File: src/rtl/rcc_pkg.sv
package rcc_pkg;
    localparam int unsigned REG_W   = 8;
    localparam int unsigned CAUSE_W = 4;
    localparam int unsigned BIT_POR = 0;
    localparam int unsigned BIT_WDT = 1;
    localparam int unsigned BIT_SW  = 2;
    localparam int unsigned BIT_EXT = 3;

    typedef enum logic {
        ADDR_STAT = 1'b0,
        ADDR_CLR  = 1'b1
    } rcc_addr_e;

    typedef struct packed {
        logic [CAUSE_W-1:0] cause;
    } rcc_stat_t;
endpackage

File: src/rtl/rcc_regif.sv
module rcc_regif
    import rcc_pkg::*;
(
    input  logic               bus_wr,
    input  logic               bus_addr,
    input  logic [REG_W-1:0]   bus_wdata,
    input  logic [CAUSE_W-1:0] cause_q,
    output logic               sw_req,
    output logic               clr_wr,
    output logic [CAUSE_W-1:0] clr_mask,
    output logic [REG_W-1:0]   bus_rdata
);
    localparam int unsigned PAD_W = REG_W - CAUSE_W;

    logic unused_hi;
    assign unused_hi = ^bus_wdata[REG_W-1:CAUSE_W];

    always_comb begin
        sw_req    = 1'b0;
        clr_wr    = 1'b0;
        clr_mask  = '0;
        bus_rdata = '0;
        if (bus_wr) begin
            if (rcc_addr_e'(bus_addr) == ADDR_STAT) begin
                sw_req = bus_wdata[BIT_SW];
            end else begin
                clr_wr   = 1'b1;
                clr_mask = bus_wdata[CAUSE_W-1:0];
            end
        end
        if (rcc_addr_e'(bus_addr) == ADDR_STAT) begin
            bus_rdata = {{PAD_W{1'b0}}, cause_q};
        end
    end
endmodule

File: src/rtl/rcc_status.sv
module rcc_status
    import rcc_pkg::*;
(
    input  logic               clk,
    input  logic               por_n,
    input  logic [CAUSE_W-1:0] hw_set,
    input  logic               sw_req,
    input  logic               clr_wr,
    input  logic [CAUSE_W-1:0] clr_mask,
    output logic [CAUSE_W-1:0] cause_q,
    output logic               sw_fire
);
    localparam logic [CAUSE_W-1:0] POR_VAL = CAUSE_W'(1) << BIT_POR;

    rcc_stat_t st_d, st_q;

    always_comb begin
        st_d    = st_q;
        sw_fire = 1'b0;
        // clears first, so that a cause arriving in the same cycle wins
        if (clr_wr) begin
            st_d.cause = st_d.cause & ~clr_mask;
            if (st_q.cause[BIT_SW] && !clr_mask[BIT_SW]) begin
                sw_fire = 1'b1;
            end
        end
        if (sw_req) begin
            st_d.cause[BIT_SW] = 1'b1;
            sw_fire            = 1'b1;
        end
        st_d.cause = st_d.cause | hw_set;
    end

    always_ff @(posedge clk or negedge por_n) begin
        if (!por_n) begin
            st_q.cause <= POR_VAL;
        end else begin
            st_q <= st_d;
        end
    end

    assign cause_q = st_q.cause;
endmodule

File: src/rtl/rcc_stretch.sv
module rcc_stretch #(
    parameter int unsigned HOLD_CYC = 4
) (
    input  logic clk,
    input  logic rst_n,
    input  logic req,
    output logic active
);
    localparam int unsigned CNT_W = $clog2(HOLD_CYC + 1);
    localparam logic [CNT_W-1:0] HOLD_V = CNT_W'(HOLD_CYC);

    typedef struct packed {
        logic [CNT_W-1:0] cnt;
    } stretch_t;

    stretch_t sr_d, sr_q;

    always_comb begin
        sr_d = sr_q;
        if (req) begin
            sr_d.cnt = HOLD_V;
        end else if (sr_q.cnt != '0) begin
            sr_d.cnt = sr_q.cnt - 1'b1;
        end
    end

    always_ff @(posedge clk or negedge rst_n) begin
        if (!rst_n) begin
            sr_q.cnt <= HOLD_V;
        end else begin
            sr_q <= sr_d;
        end
    end

    assign active = (sr_q.cnt != '0);
endmodule

File: src/rtl/rcc_top.sv
module rcc_top
    import rcc_pkg::*;
#(
    parameter int unsigned HOLD_CYC = 4
) (
    input  logic             clk,
    input  logic             por_n,
    input  logic             ext_rst_req,
    input  logic             wdt_timeout,
    input  logic             bus_wr,
    input  logic             bus_addr,
    input  logic [REG_W-1:0] bus_wdata,
    output logic [REG_W-1:0] bus_rdata,
    output logic             sys_rst_o,
    output logic             wdt_rst_o
);
    logic [CAUSE_W-1:0] cause_q;
    logic [CAUSE_W-1:0] clr_mask;
    logic [CAUSE_W-1:0] hw_set;
    logic               sw_req;
    logic               clr_wr;
    logic               sw_fire;
    logic               any_req;

    always_comb begin
        hw_set          = '0;
        hw_set[BIT_WDT] = wdt_timeout;
        hw_set[BIT_EXT] = ext_rst_req;
    end

    rcc_regif u_regif (
        .bus_wr    (bus_wr),
        .bus_addr  (bus_addr),
        .bus_wdata (bus_wdata),
        .cause_q   (cause_q),
        .sw_req    (sw_req),
        .clr_wr    (clr_wr),
        .clr_mask  (clr_mask),
        .bus_rdata (bus_rdata)
    );

    rcc_status u_status (
        .clk      (clk),
        .por_n    (por_n),
        .hw_set   (hw_set),
        .sw_req   (sw_req),
        .clr_wr   (clr_wr),
        .clr_mask (clr_mask),
        .cause_q  (cause_q),
        .sw_fire  (sw_fire)
    );

    assign any_req = ext_rst_req | wdt_timeout | sw_fire;

    rcc_stretch #(.HOLD_CYC(HOLD_CYC)) u_sys_str (
        .clk    (clk),
        .rst_n  (por_n),
        .req    (any_req),
        .active (sys_rst_o)
    );

    rcc_stretch #(.HOLD_CYC(HOLD_CYC)) u_wdt_str (
        .clk    (clk),
        .rst_n  (por_n),
        .req    (1'b0),
        .active (wdt_rst_o)
    );
endmodule

File: config.mk
export PLATFORM = sky130hd
export DESIGN_NAME = rcc_top
export DESIGN_NICKNAME = d
export VERILOG_FILES = /design/src/rtl/rcc_pkg.sv /design/src/rtl/rcc_regif.sv /design/src/rtl/rcc_status.sv /design/src/rtl/rcc_stretch.sv /design/src/rtl/rcc_top.sv
export SDC_FILE = /design/constraint.sdc
export NUM_CORES = 1
export LEC_CHECK = 0
export BUFFER_PORTS_ARGS = -buffer_cell sky130_fd_sc_hd__buf_2
export CAP_MARGIN = 25
export CORE_AREA = 2 2 39 41
export CTS_BUF_LIST = sky130_fd_sc_hd__clkbuf_4 sky130_fd_sc_hd__clkbuf_8 sky130_fd_sc_hd__clkbuf_16
export DETAILED_ROUTE_END_ITERATION = 7
export DIE_AREA = 0 0 41 43
export HOLD_SLACK_MARGIN = 0.08
export PLACE_DENSITY = 0.77
export SYNTH_ARGS = -nofsm -noshare
export SYNTH_HDL_FRONTEND = slang
export SYNTH_SLANG_ARGS = --single-unit
File: constraint.sdc
create_clock -name clk -period 1.8 [get_ports clk]
set_input_delay 0.36 -clock clk [delete_from_list [all_inputs] [get_ports clk]]
set_output_delay 0.36 -clock clk [all_outputs]
set_load 0.02 [all_outputs]
==> results.cfg, run 1 <==
[clock_network]
cts_tree = yes
root_buffer = clkbuf_4
cts_buffers = 3
clkTransAtPathRegs_ns = 0.06
clk_path_buf_depth = 2
clkLatencyLatePin_ns = 0.26
cts_max_level = 1
clock-sinks = 10

[floorplan]
core-area_um2 = 1380
io_pins = 24
rows = 14
die_h_um = 43
start_util_pct = 40.8
die_area_um2 = 1760
die_w_um = 41

[placed_design]
portBuffers = 15
globalplace.congestion = 0.669
hpwlAfterDp_um = 771
dpl.cell_count = 84

[synthesis]
synth_fa_ha_area_share_pct = 8.87
synth_seq_cells = 10
syn_inst = 54
synth.mux.area_fraction_pct = 5.32
ys_seq_area_share_pct = 45.0
synth-compound-area-share_pct = 8.43
ys_warn_count = 0
syn-cell-area_um2 = 564
syn_avg_cell_area_um2 = 10.4
synth-simple-area-share_pct = 19.3
synth.distinct_cells = 21
synth_top_family_by_area = simple AND/OR/NAND/NOR gates
synth_xor_area_share_pct = 3.10

[sta]
finalSetupViolCount = 0
post-route-period-util_pct = 92.7
max_freq_ghz = 0.599
clock_skew_ns = 0.000664
finalHoldViolCount = 0
fin_crit_ns = 1.67
rsz0062_at_grt = false
drv_slew = 0
whs_ns = 0.250
fin_setup_tns_ns = 0

[detailed_routing]
firstDrtPassIters = 1
vias_per_cell = 4.75
vias = 423
drc = 0
antenna_left = 0
drtIter0Drc = 0
routedWlPerCell_um = 11.1
route.final.wire_length_um = 991

[setup_path]
required_ns = 1.44
cp-start-kind = register
criticalPathCategory = register to output pin
worst_ep_arrival_time_ns = 1.31
path_max_fanout = 3
endpoint_kind = output pin

[global_routing]
grt_max_degree = 11
antenna_found_initial = 0
grt_pass1_wl_um = 1650
grt_pass1_vias = 412
grtUsageTotal_pct = 14.1
overflow = 0

[layout]
nNetsFinal = 92
area_delta_synth_final_pct = 21.1
final_common_cell = buf_2
num_antenna_cells = 0
layout_common_cells = buf_2, dfrtp_1, inv_1
drive_above_1_share_pct = 39.7
post-route-util_pct = 49.4
finalNonFillerCells = 89

[worst_hold_path]
hold_class = input pin to register

[pwr]
peakVddDrop_uv = 374
p_leak_nw = 0.341
pwr_density_cell_nw_per_um2 = 742

[run_status]
outcome = complete, no violations

[flow_run]
drv_cap = 0
cells in the mapped netlist, drive strengths merged:
cell type / n / share of area [%]
xnor2: 2 / 3.1
a21o: 3 / 4.2
nor2b: 1 / 1.1
and3b: 1 / 1.6
a21oi: 1 / 0.89
conb: 1 / 0.66
nand2: 1 / 0.66
nand3: 3 / 2.7
dfrtp: 7 / 31
mux2i: 3 / 5.3
buf: 4 / 5.3
and3: 2 / 2.2
nor2: 4 / 2.7
and2b: 4 / 6.2
a31oi: 2 / 3.3
inv: 6 / 4.0
ha: 4 / 8.9
dfstp: 3 / 14
nand2b: 2 / 2.2
cell families (layout without fill, tap and decap cells):
kind of cell	Yosys count	count (layout)
and+or+nand+nor	18	18
DFF	10	10
muxes	3	3
AOI/OAI and AO/OA	6	6
xor gates and xnor gates	2	2
other	1	4
buffers and inverters	10	26
adders and majority gates	4	4
repair_timing:
item                                    4_1_cts  5_1_grt
buffers inserted                              0        0
hold buffers                                  1        0
gates resized for setup                       0        1
endpoints found under the hold margin         7        0
endpoints found under the setup margin        0        1
per-stage QoR:
step                      setup slack (ns)  instance area, um2  power (mW)
after CTS                           0.0474                 681       0.511
after global placement               0.349                 641       0.330
after detailed placement             0.334                 641       0.333
final                                0.131                 683       0.507
after floorplan                      0.456                 576       0.308
after global routing                0.0132                 683       0.535
worst max-delay path: stages (launching register included):
cell and delay (ns):
dfrtp_1 0.38, inv_1 0.08, ha_1 0.16, nor2b_2 0.22, inv_1 0.05, buf_2 0.15
path summary, 6_finish.rpt:
kind,startpoint,end,slack (ns),depth (start not counted)
setup / recovery,u_sys_str.sr_q[0]$_DFFE_PN0P_,sys_rst_o,0.13,5
hold / removal,bus_wdata[0],u_status.cause_q[0]$_DFFE_PN1N_,0.25,2
max in group asynchronous,por_n,u_sys_str.sr_q[2]$_DFFE_PN1P_,1.05,2
min in group asynchronous,por_n,u_wdt_str.sr_q[0]$_DFFE_PN0P_,0.49,2
hold reg to reg,u_status.cause_q[0]$_DFFE_PN1N_,u_status.cause_q[0]$_DFFE_PN1N_,0.46,2
setup reg to reg,u_sys_str.sr_q[0]$_DFFE_PN0P_,u_sys_str.sr_q[1]$_DFFE_PN0P_,0.52,5
metal layers:
metal	up-vias	track usage [%]	wire [um]
li1	207	-	-
met5	-	0	0
met1	205	17.2	415
met3	2	4.71	44
met4	0	8.00	8
met2	9	20.6	524
registers in the layout (all words and copies together) (netlist names):
name,cells
u_status.cause_q,4
u_sys_str.sr_q,3
u_wdt_str.sr_q,3
layout make-up:
cell class / count / area, um2
Fill cell: 134 / 701
Multi-Input combinational cell: 37 / 272
Sequential cell: 10 / 254
Timing Repair Buffer: 16 / 85.1
Clock buffer: 4 / 30.0
Inverter: 6 / 22.5
Tap cell: 16 / 20.0
where the power goes:
part	total (mW)	switching (mW)	internal, mW
clock network	0.175	0.0739	0.101
registers	0.243	0.00671	0.237
logic	0.0889	0.0496	0.0393
(Power assumes the default switching activity.)
==> inputs of run 2 (changes only) <==
BUFFER_PORTS_ARGS = unset   (was -buffer_cell sky130_fd_sc_hd__buf_2)
CELL_PAD_IN_SITES_DETAIL_PLACEMENT = 1   (was unset)
CELL_PAD_IN_SITES_GLOBAL_PLACEMENT = 2   (was unset)
CORE_AREA = unset   (was 2 2 39 41)
CORE_MARGIN = 1.5   (was unset)
CORE_UTILIZATION = 33   (was unset)
DIE_AREA = unset   (was 0 0 41 43)
DONT_BUFFER_PORTS = 1   (was unset)
PLACE_DENSITY = 0.76   (was 0.77)
==> run 2 against run 1 <==
Effect of this change: the run now ends with design-rule violations left; final area is 10% lower; via count is 16% lower; clock power increased by 11%; clock-buffer cell count unchanged; critical path depth decreased by 1; largest cell class unchanged; largest power group unchanged.
==> results.cfg, run 2 (same netlist as run 1, synthesis figures left out) <==
[setup_path]
crit-reg2reg-launch = u_sys_str.sr_q[0]$_DFFE_PN0P_
endpoint_kind = output pin
path_common_cell = inv_1
cpPeakStageDelay_ns = 0.39
criticalPathCategory = register to output pin
reg2reg_depth = 5
worst_ep_arrival_time_ns = 1.27
path_cells = inv_1 -> ha_1 -> nor2b_2 -> inv_1
path_max_fanout = 3
crit_buf_inv = 2
startpoint = u_sys_str.sr_q[0]$_DFFE_PN0P_
required_ns = 1.44
cp-start-kind = register
critPathSlowestCell = dfrtp_1
critPathTopFamily = flip-flops
path_depth = 4

[floorplan]
die_h_um = 44.4
start_util_pct = 36.2
rows = 14
die_area_um2 = 1970
core-area_um2 = 1560
die_w_um = 44.4
io_pins = 24

[pwr]
pwr_density_cell_nw_per_um2 = 825
p_leak_nw = 0.281
peakVddDrop_uv = 438
total_power_uw = 507

[global_routing]
antenna_found_initial = 0
grtUsageTotal_pct = 11.5
overflow = 0
grt_max_degree = 11
grt_pass1_wl_um = 1570
grt_pass1_vias = 401

[clock_network]
clk_path_buf_depth = 2
cts_tree = yes
clkLatencyLatePin_ns = 0.25
cts_buffers = 3
cts_max_level = 1
clock-sinks = 10
clkTransAtPathRegs_ns = 0.06
cts_setup_buffers = 0
root_buffer = clkbuf_4

[layout]
final_common_cell = dfrtp_1
nNetsFinal = 77
area_delta_synth_final_pct = 8.87
stdcell_area_um2 = 614
n_fill_cell = 182
drive_above_1_share_pct = 24.1
num_antenna_cells = 0
finalNonFillerCells = 74
layout_common_cells = dfrtp_1, inv_1
largest_reg_flops = 4

[sta]
rsz0062_at_grt = false
post-route-period-util_pct = 90.5
max_freq_ghz = 0.614
finalWorstSetupSlack_ns = 0.171
clock_skew_ns = 0.000662
finalSetupViolCount = 0
finalHoldViolCount = 0
fin_setup_tns_ns = 0
drv_slew = 0
fin_crit_ns = 1.63

[placed_design]
dpl.cell_count = 69
hpwlAfterDp_um = 710
portBuffers = 0
dpl_cell_area_um2 = 566
place_ws_ns = 0.337
globalplace.congestion = 0.630

[detailed_routing]
antenna_left = 0
vias = 355
route.final.wire_length_um = 862
vias_per_cell = 4.80
drc = 1
routedWlPerCell_um = 11.6
drtIter0Drc = 7
firstDrtPassIters = 6

[flow_run]
drv_cap = 0

[worst_hold_path]
hold_class = input pin to register
hold_path.startpoint = bus_addr
min_path_cells = 1

[run_status]
violations = design-rule violations
outcome = finished with violations
## run 2: changes by cell type in the layout (fill, tap and decap cells not counted)
cell | before | now
clkbuf_4 | 4 | 3
clkbuf_8 | 0 | 1
buf_2 | 15 | 0
## run 2: metrics by stage
stage | hold slack [ns] | utilization, %
detailed placement | 0.0647 | 36.3
finish | 0.159 | 39.4
floorplan | 0.0644 | -
global placement | 0.0647 | 36.3
global route | 0.148 | 39.4
CTS | 0.148 | 39.2
## run 2: what timing repair did
| item | in CTS | in global routing |
|---|---|---|
| endpoints found under the setup margin | 0 | 1 |
| hold buffers | 1 | 0 |
| resized for setup | 0 | 1 |
| endpoints found under the hold margin | 10 | 0 |
## run 2: layout make-up
class	instances	area (um2)	share of cell area [%]
Tap cell	16	20.0	3.26
Inverter	6	22.5	3.67
Sequential cell	10	254	41.3
Clock buffer	4	36.3	5.91
Timing Repair Buffer	1	10.0	1.63
Multi-Input combinational cell	37	272	44.2
## run 2: worst paths after layout
path / slack (ns) / endpoint
max: 0.17 / sys_rst_o
min: 0.16 / u_status.cause_q[0]$_DFFE_PN1N_
max reg2reg: 0.47 / u_sys_str.sr_q[1]$_DFFE_PN0P_
min reg2reg: 0.46 / u_status.cause_q[0]$_DFFE_PN1N_
max in group asynchronous: 0.99 / u_status.cause_q[0]$_DFFE_PN1N_
min in group asynchronous: 0.48 / u_wdt_str.sr_q[1]$_DFFE_PN0P_
## run 2: routing by layer
layer,vias up,share of wire [%],track usage [%]
met3,2,6.5,2.86
met5,-,0,0
met1,168,48,14.8
met2,11,44,17.1
met4,0,0.93,7.27
li1,174,-,-
## run 2: report_power, final
group | internal, mW | switching, mW | total, mW
logic | 0.0284 | 0.0404 | 0.0688
registers | 0.237 | 0.00670 | 0.243
clock network | 0.123 | 0.0720 | 0.195
total | 0.388 | 0.119 | 0.507
